File: config.mk
export PLATFORM = sky130hd
export DESIGN_NAME = sof_lane_aligner
export DESIGN_NICKNAME = d
export VERILOG_FILES = /design/src/rtl/sofa_pkg.sv /design/src/rtl/sofa_char_find.sv /design/src/rtl/sofa_lane_mux.sv /design/src/rtl/sof_lane_aligner.sv
export SDC_FILE = /design/constraint.sdc
export NUM_CORES = 1
export LEC_CHECK = 0
export ABC_AREA = 1
export BUFFER_PORTS_ARGS = -buffer_cell sky130_fd_sc_hd__buf_2
export CAP_MARGIN = 30
export CORE_UTILIZATION = 44
export CTS_CLUSTER_DIAMETER = 200
export DETAILED_ROUTE_END_ITERATION = 10
export PLACE_DENSITY = 0.75
export SLEW_MARGIN = 20
export SYNTH_ARGS = -nofsm -noshare
export SYNTH_HDL_FRONTEND = slang
export SYNTH_SLANG_ARGS = --single-unit
File: constraint.sdc
create_clock -name clk -period 1.5 [get_ports clk]
set_clock_uncertainty 0.05 [all_clocks]
set_input_delay 0.3 -clock clk [delete_from_list [all_inputs] [get_ports clk]]
set_output_delay 0.3 -clock clk [all_outputs]
set_load 0.01 [all_outputs]
File: src/rtl/sofa_pkg.sv
package sofa_pkg;

   // control code points recognised by the aligner
   localparam logic [7:0] XC_START = 8'hFB;
   localparam logic [7:0] XC_TERM  = 8'hFD;
   localparam logic [7:0] XC_IDLE  = 8'h07;
   localparam logic [7:0] XC_ERROR = 8'hFE;

   typedef enum logic [1:0] {
      AL_IDLE    = 2'd0,
      AL_ARMED   = 2'd1,
      AL_DIRECT  = 2'd2,
      AL_SHIFTED = 2'd3
   } align_state_e;

endpackage

File: src/rtl/sofa_char_find.sv
module sofa_char_find #(
   parameter int              LANES  = 8,
   parameter int              LANE_W = 8,
   parameter logic [7:0]      CHAR   = 8'hFB,
   parameter logic [LANES-1:0] MASK  = '1
) (
   input  logic [LANES*LANE_W-1:0] data,
   input  logic [LANES-1:0]        ctrl,
   output logic [LANES-1:0]        hit
);

   for (genvar g = 0; g < LANES; g++) begin : g_lane
      if (MASK[g]) begin : g_live
         assign hit[g] = ctrl[g] && (data[g*LANE_W +: LANE_W] == LANE_W'(CHAR));
      end else begin : g_dead
         assign hit[g] = 1'b0;
      end
   end

endmodule

File: src/rtl/sofa_lane_mux.sv
module sofa_lane_mux #(
   parameter int LANES  = 8,
   parameter int LANE_W = 8
) (
   input  logic                          shift,
   input  logic [LANES*LANE_W-1:0]       cur_d,
   input  logic [LANES-1:0]              cur_c,
   input  logic [(LANES/2)*LANE_W-1:0]   prev_hi_d,
   input  logic [LANES/2-1:0]            prev_hi_c,
   output logic [LANES*LANE_W-1:0]       form_d,
   output logic [LANES-1:0]              form_c
);

   localparam int HALF = LANES / 2;

   for (genvar g = 0; g < LANES; g++) begin : g_lane
      if (g < HALF) begin : g_low
         // low output lanes come from the upper half of the older word
         assign form_d[g*LANE_W +: LANE_W] = shift ? prev_hi_d[g*LANE_W +: LANE_W]
                                                   : cur_d[g*LANE_W +: LANE_W];
         assign form_c[g] = shift ? prev_hi_c[g] : cur_c[g];
      end else begin : g_high
         // high output lanes come from the lower half of the newer word
         assign form_d[g*LANE_W +: LANE_W] = shift ? cur_d[(g-HALF)*LANE_W +: LANE_W]
                                                   : cur_d[g*LANE_W +: LANE_W];
         assign form_c[g] = shift ? cur_c[g-HALF] : cur_c[g];
      end
   end

endmodule

File: src/rtl/sof_lane_aligner.sv
module sof_lane_aligner
   import sofa_pkg::*;
#(
   parameter int LANES  = 8,
   parameter int LANE_W = 8
) (
   input  logic                    clk,
   input  logic                    rst,
   input  logic [LANES*LANE_W-1:0] in_data,
   input  logic [LANES-1:0]        in_ctrl,
   output logic [LANES*LANE_W-1:0] out_data,
   output logic [LANES-1:0]        out_ctrl,
   output logic                    out_valid,
   output logic                    out_sof
);

   localparam int DW   = LANES * LANE_W;
   localparam int HALF = LANES / 2;
   localparam int HW   = HALF * LANE_W;
   localparam logic [DW-1:0]    IDLE_WORD  = {LANES{LANE_W'(XC_IDLE)}};
   localparam logic [LANES-1:0] START_MASK = LANES'(1) | (LANES'(1) << HALF);

   if (LANE_W != 8) begin : g_bad_width
      $error("sof_lane_aligner: LANE_W must be 8");
   end
   if ((LANES < 2) || ((LANES % 2) != 0)) begin : g_bad_lanes
      $error("sof_lane_aligner: LANES must be even and at least 2");
   end

   align_state_e state, nxt;

   logic [HW-1:0]    prev_hi_d;
   logic [HALF-1:0]  prev_hi_c;
   logic [DW-1:0]    form_d, d_n;
   logic [LANES-1:0] form_c, c_n;
   logic [LANES-1:0] start_hit, term_hit;
   logic             shift_sel, s_low, s_high, term_any, v_n, sof_n;

   assign shift_sel = (state == AL_ARMED) || (state == AL_SHIFTED);

   sofa_lane_mux #(.LANES(LANES), .LANE_W(LANE_W)) u_mux (
      .shift     (shift_sel),
      .cur_d     (in_data),
      .cur_c     (in_ctrl),
      .prev_hi_d (prev_hi_d),
      .prev_hi_c (prev_hi_c),
      .form_d    (form_d),
      .form_c    (form_c)
   );

   sofa_char_find #(.LANES(LANES), .LANE_W(LANE_W), .CHAR(XC_START),
                    .MASK(START_MASK)) u_start (
      .data (in_data),
      .ctrl (in_ctrl),
      .hit  (start_hit)
   );

   sofa_char_find #(.LANES(LANES), .LANE_W(LANE_W), .CHAR(XC_TERM),
                    .MASK('1)) u_term (
      .data (form_d),
      .ctrl (form_c),
      .hit  (term_hit)
   );

   assign s_low    = start_hit[0];
   assign s_high   = |start_hit[LANES-1:1];
   assign term_any = |term_hit;

   always_comb begin
      nxt   = state;
      d_n   = form_d;
      c_n   = form_c;
      v_n   = 1'b0;
      sof_n = 1'b0;
      unique case (state)
         AL_IDLE: begin
            if (s_low) begin
               v_n   = 1'b1;
               sof_n = 1'b1;
               nxt   = term_any ? AL_IDLE : AL_DIRECT;
            end else if (s_high) begin
               d_n = IDLE_WORD;
               c_n = '1;
               nxt = AL_ARMED;
            end
         end
         AL_ARMED: begin
            v_n   = 1'b1;
            sof_n = 1'b1;
            nxt   = term_any ? AL_IDLE : AL_SHIFTED;
         end
         default: begin
            v_n = 1'b1;
            if (term_any) nxt = AL_IDLE;
         end
      endcase
   end

   always_ff @(posedge clk) begin
      if (rst) begin
         state     <= AL_IDLE;
         prev_hi_d <= IDLE_WORD[DW-1:HW];
         prev_hi_c <= '1;
         out_data  <= IDLE_WORD;
         out_ctrl  <= '1;
         out_valid <= 1'b0;
         out_sof   <= 1'b0;
      end else begin
         state     <= nxt;
         prev_hi_d <= in_data[DW-1:HW];
         prev_hi_c <= in_ctrl[LANES-1:HALF];
         out_data  <= d_n;
         out_ctrl  <= c_n;
         out_valid <= v_n;
         out_sof   <= sof_n;
      end
   end

endmodule

==> results.toml, run 1 <==
[place]
port_buffers = 147
dp.cells = 895
gp_congestion = 0.907
hpwl_mm = 8.63

[timing]
setup_violations = 69
max_slew.worst_pin.slew_ns = 0.434
fin_hold_ws_ns = 0.0695
max_freq_ghz = 0.556
fin_crit_sh_pct = 120
fin_crit_ns = 1.80
rsz0062_at_grt = "yes"
finalWorstSetupSlack_ns = -0.299
slew_viol_final = 0
relSlewSlack_pct = 70.8
hold_viol_final = 0

[worst_setup_path]
worst_setup_path_start_kind = "register"
r2r_start = "state[0]"
cp_slowest_cell = "dfxtp_4"
worst-endpoint-arrival_ns = 2.02
crit_chain = "inv_8 -> buf_12 -> buf_8 -> nand2_1 -> nand2_1 -> nand2_1 -> nor2_1 -> nand3_1 -> nand2_1 -> nor2_2 -> nand3_1 -> a21oi_2 -> nor2_1"
critical_path_class = "reg -> reg"
reg2reg_depth = 13
crit_start = "state[0]"
worstPathRequired_ns = 1.72
critPathCapture = "state[0]"
crit_top_cell = "nand2_1"
r2r_slack_ns = -0.30
rr_endpoint = "state[0]"
cp-end-kind = "register"
max_stage_delay_ns = 0.46
worst-path-max-fanout = 6

[power]
max-vdd-ir-drop_mv = 0.751
p_leak_nw = 3.26
power.density_nw_per_um2 = 1640

[clock_tree]
cts_root_buf = "clkbuf_8"
clock_latency_ns = 0.36
clock_path_buffers = 2
clkTransAtPathRegs_ns = 0.10
htree_levels = 3
cts_buffers = 9
cts_hold_buf = 0
cts.sinks = 112
cts_tree = "done"

[logic_synthesis]
synth_top_area_share_pct = 53.7
synthesis.instances = 568
synth_top_area_cell = "dfxtp_1"
netlist_area_um2 = 4170
ys_top_cells_by_area = "dfxtp_1, nand2_1, nor2_1, inv_1, o21ai_0"
syn_area_per_cell_um2 = 7.35
ys_types = 21
postSynthNetCount = 642
ys_warn_count = 0
seq_area_frac_synth_pct = 53.7
ys_ff_latch = 112

[layout]
syn2layout_area_growth_pct = 47.6
finalNonFillerCells = 918
final_cell_mix = "nand2_1, buf_2, dfxtp_1"
n_fill_cell = 736
final_common_cell = "nand2_1"
fin_nets = 876
final-seq-area_um2 = 2250
diodes = 0
drive_gt1_share_pct = 39.4
multiInputGateArea_um2 = 1660

[floorplan]
core_area_um2 = 9200
start_util_pct = 45.4
rows = 35
ios = 148
fp.dieH_um = 99.4
dieArea_um2 = 9880
die-width_um = 99.4

[routing]
ant_nets = 0
vias = 4440
post-route-drc-count = 0
wl_per_cell_um = 13.6
vias_per_cell = 4.84
dr.pass1.iters = 5
drt-initial-drc-count = 209
wirelength_mm = 12.5

[worst_hold_path]
hold_class = "in -> reg"
worstHoldStart = "in_ctrl[6]"

[global_route]
grt_max_degree = 36
first_global_vias = 4284
grt_antenna_before_repair = 0
grt_pass1_wl_mm = 19.8
groute.usage.overall_pct = 25.7
grt_remaining_overflow = 0

[run]
drv_cap = 0

[outcome]
violations = "setup timing"
status = "finished with violations"
==> cell usage after synthesis <==
master / number
nand2_1: 179
dfxtp_1: 112
nor2_1: 76
inv_1: 68
o21ai_0: 41
nand3_1: 21
buf_2: 15
a21oi_1: 14
or2_2: 12
o21ai_1: 6
buf_6: 5
clkbuf_1: 5
nor3_1: 3
nand4_1: 2
nor2_2: 2
or2_1: 2
and3_1: 1
buf_4: 1
inv_2: 1
nor4_1: 1
or2_0: 1
==> timing repair <==
| action | 4_1_cts | 5_1_grt |
|---|---|---|
| pin swaps | 9 | 0 |
| resized for setup | 38 | 13 |
| cloned | 4 | 0 |
| buffers inserted | 1 | 2 |
| endpoints found under the setup margin | 71 | 71 |
==> kinds of logic after synthesis <==
group                  after synthesis  share of synthesized area [%]
and+or+nand+nor                    300                           29.0
AOI/OAI and AO/OA                   61                           7.32
DFF                                112                           53.7
buffers and inverters               95                           9.98
==> metrics by stage <==
step / worst slack [ns] / setup TNS [ns] / instance area (um^2) / util [%] / total power, mW
after floorplan: -0.0398 / -0.0398 / 4210 / - / 5.95
after global placement: -0.273 / -15.94 / 5690 / 61.8 / 7.73
after detailed placement: -0.344 / -18.41 / 5690 / 61.8 / 7.85
after CTS: -0.245 / -5.22 / 6090 / 66.2 / 9.99
after global routing: -0.414 / -11.26 / 6160 / 67.0 / 10.7
final: -0.299 / -7.68 / 6160 / 67.0 / 10.1
==> how the worst min path moves through the flow <==
| stage | to | cells past startpoint |
|---|---|---|
| 6_report | prev_hi_c[2] | 3 |
| 5_1_grt | prev_hi_d[8] | 3 |
| 4_1_cts | prev_hi_d[8] | 3 |
| 3_5_place_dp | prev_hi_d[8] | 3 |
| 3_3_place_gp | prev_hi_c[1] | 3 |
| 2_1_floorplan | prev_hi_d[18] | 2 |
==> final cells by class <==
type,count,share of cell area (%)
clock inverter,6,0.731
multi-input combinational,361,26.9
tap,111,2.26
sequential,112,36.5
timing repair buffer,249,27.2
clock buffer,10,2.07
inverter,69,4.33
==> per-layer routing <==
layer | vias up | wire [um] | GRT usage (%)
met5 | - | 0 | 0
met4 | 0 | 499 | 14.1
met3 | 39 | 821 | 4.22
met2 | 215 | 5890 | 43.3
met1 | 1993 | 5250 | 31.6
li1 | 2193 | - | -
==> flip-flops by register name, summed over array words and instances, names as in the netlist <==
name,cells
prev_hi_c,4
out_sof,1
state,2
prev_hi_d,32
out_valid,1
out_ctrl,8
out_data,64
==> report_power, final <==
group	total [mW]	switching [mW]	internal (mW)	leakage, nW
registers	3.67	0.184	3.49	0.934
clock network	1.62	1.01	0.615	0.0842
logic	4.81	2.55	2.26	2.24
==> worst max-delay path: cells and delay by family, from the launching register on <==
kind / cells / cell delay (ns)
simple gates: 9 / 0.71
compound gates: 1 / 0.14
buf+inv: 3 / 0.36
flops: 1 / 0.46
No activity file was read; power rests on OpenSTA's default activity.
==> inputs of run 2 (changes only) <==
--- a/config.mk
+++ b/config.mk
@@ -6,7 +6,7 @@
 export NUM_CORES = 1
 export LEC_CHECK = 0
 export ABC_AREA = 1
-export BUFFER_PORTS_ARGS = -buffer_cell sky130_fd_sc_hd__buf_2
+export BUFFER_PORTS_ARGS = -buffer_cell sky130_fd_sc_hd__buf_4
 export CAP_MARGIN = 30
 export CORE_UTILIZATION = 44
 export CTS_CLUSTER_DIAMETER = 200
==> run 2 against run 1 <==
The flow still finishes with violations (setup timing). Worst hold slack got worse by 0.0075 ns. First-iteration DRC count rose by 21%. Count of clock-buffer cells in the layout rose by 1. Sequential share of layout area fell by 3.2 points. Combinational power rose by 17%. Die area did not move. Wire length rose by 7.9%. Via count rose by 2.1%. Power rose by 10%. Cell count rose by 0.54%. Critical path type unchanged.
==> results.toml, run 2 (synthesized netlist as in run 1, its figures left out) <==
[outcome]
status = "finished with violations"
violations = "setup timing"

[routing]
wl_met3_mm = 1.09
dr.max_layer_used = "met4"
wirelength_mm = 13.4
drt-initial-drc-count = 252
ant_nets = 0
drt-met1-wl_mm = 5.34
wl_per_cell_um = 14.6
post-route-drc-count = 0
wl_met2_mm = 6.76
dr.pass1.iters = 5
vias = 4533
vias_per_cell = 4.91

[timing]
finalWorstSetupSlack_ns = -0.393
max_freq_ghz = 0.528
max_slew.worst_pin.slew_ns = 0.543
slew_viol_final = 0
setup_violations = 71
hold_viol_final = 0
fin_crit_sh_pct = 126
relSlewSlack_pct = 63.4
fin_setup_tns_ns = -8.04
fin_crit_ns = 1.89
rsz0062_at_grt = "yes"

[layout]
finalNonFillerCells = 923
diodes = 0
largest_register_ffs = 64
final_cell_mix = "buf_4, nand2_1, dfxtp_1"
drive_gt1_share_pct = 40.4
syn2layout_area_growth_pct = 61.9
fin_area_um2 = 6760
regMostFlops = "out_data"
postLayoutCoreUtil_pct = 73.5
fin_nets = 881
reg_top3 = "out_data x64, prev_hi_d x32, out_ctrl x8"
final_common_cell = "buf_4"

[clock_tree]
cts_buffers = 9
clock_latency_ns = 0.37
cts_root_buf = "clkbuf_8"
cts_tree = "done"
cts.sinks = 112
htree_levels = 3
clock_path_buffers = 2
clkTransAtPathRegs_ns = 0.11
cts_hold_buf = 0

[global_route]
grt_pass1_wl_mm = 18.4
grt_max_degree = 50
first_global_vias = 4135
grt_remaining_overflow = 0
grt_antenna_before_repair = 0
groute.usage.overall_pct = 23.9

[power]
swShare_pct = 35.6
pwr-share-clk_pct = 16.5
p_leak_nw = 3.49
p_int_mw = 7.18
seqPwrFrac_pct = 33.0
power.switching_mw = 3.97
power.density_nw_per_um2 = 1650
combPwrFrac_pct = 50.5
max-vdd-ir-drop_mv = 0.856

[worst_setup_path]
worst_setup_path_start_kind = "register"
worst-path-max-fanout = 14
cp_top_family = "simple AND/OR/NAND/NOR gates"
critical_path_class = "reg -> reg"
cp_slowest_cell = "dfxtp_4"
max_stage_delay_ns = 0.37
cp-end-kind = "register"
worst-endpoint-arrival_ns = 2.10
crit_chain = "buf_8 -> clkbuf_16 -> o21ai_0 -> nor2_1 -> nand3_1 -> nand2_1 -> nor2_2 -> nand3_1 -> a21oi_1 -> nor2_1"
worstPathRequired_ns = 1.71
path_buf_inv = 2

[floorplan]
start_util_pct = 45.4
core_area_um2 = 9200
rows = 35
fp.dieH_um = 99.4
die-width_um = 99.4
dieArea_um2 = 9880
ios = 148

[place]
hpwl_mm = 9.06
port_buffers = 147
dp.cells = 891
dpl_cell_area_um2 = 6050
gp_congestion = 0.894

[run]
drv_cap = 0

[worst_hold_path]
hold_class = "in -> reg"
## run 2: routing by layer
layer,track usage [%],vias up
met4,8.03,0
met2,42.5,227
met5,0,-
met3,6.32,27
met1,27.9,2076
li1,-,2203
## run 2: tightest hold or removal path, stage by stage
cell     delay [ns]
buf_4          0.08
inv_1          0.04
nand2_1        0.04
## run 2: power groups by stage
stage	clock network (mW)	logic, mW	registers, mW
after global routing	1.98	6.07	3.71
after global placement	0	4.36	3.74
after CTS	1.84	4.51	3.69
after detailed placement	0	4.45	3.75
after floorplan	0	2.04	3.91
final	1.84	5.63	3.68
## run 2: final cells by class
type / count / area (um^2)
Clock buffer: 11 / 131
Clock inverter: 5 / 66.3
Fill cell: 685 / 2440
Inverter: 69 / 272
Multi-Input combinational cell: 361 / 1660
Sequential cell: 112 / 2250
Tap cell: 111 / 139
Timing Repair Buffer: 254 / 2240
## run 2: repair_timing
item	CTS	global route
setup endpoints to repair	65	71
pin swaps	2	16
gates resized for setup	12	85
setup buffers	0	4
gates cloned	0	12
## run 2: final timing paths
check                              startpoint      endpoint  slack (ns)  depth (start not counted)
worst max-delay path                 state[0]      state[0]       -0.39                         10
worst min register to register  prev_hi_d[12]  out_data[12]        0.44                          2
worst min-delay path               in_ctrl[6]  prev_hi_c[2]        0.06                          3
worst max register to register       state[0]      state[0]       -0.39                         10
## run 2: metrics by stage
step / worst slack [ns] / hold WS [ns] / total power, mW
2_1_floorplan: -0.0398 / 0.343 / 5.95
3_3_place_gp: -0.240 / 0.407 / 8.10
3_5_place_dp: -0.298 / 0.403 / 8.20
4_1_cts: -0.190 / 0.0556 / 10.0
5_1_grt: -0.510 / 0.0579 / 11.8
6_report: -0.393 / 0.0620 / 11.1
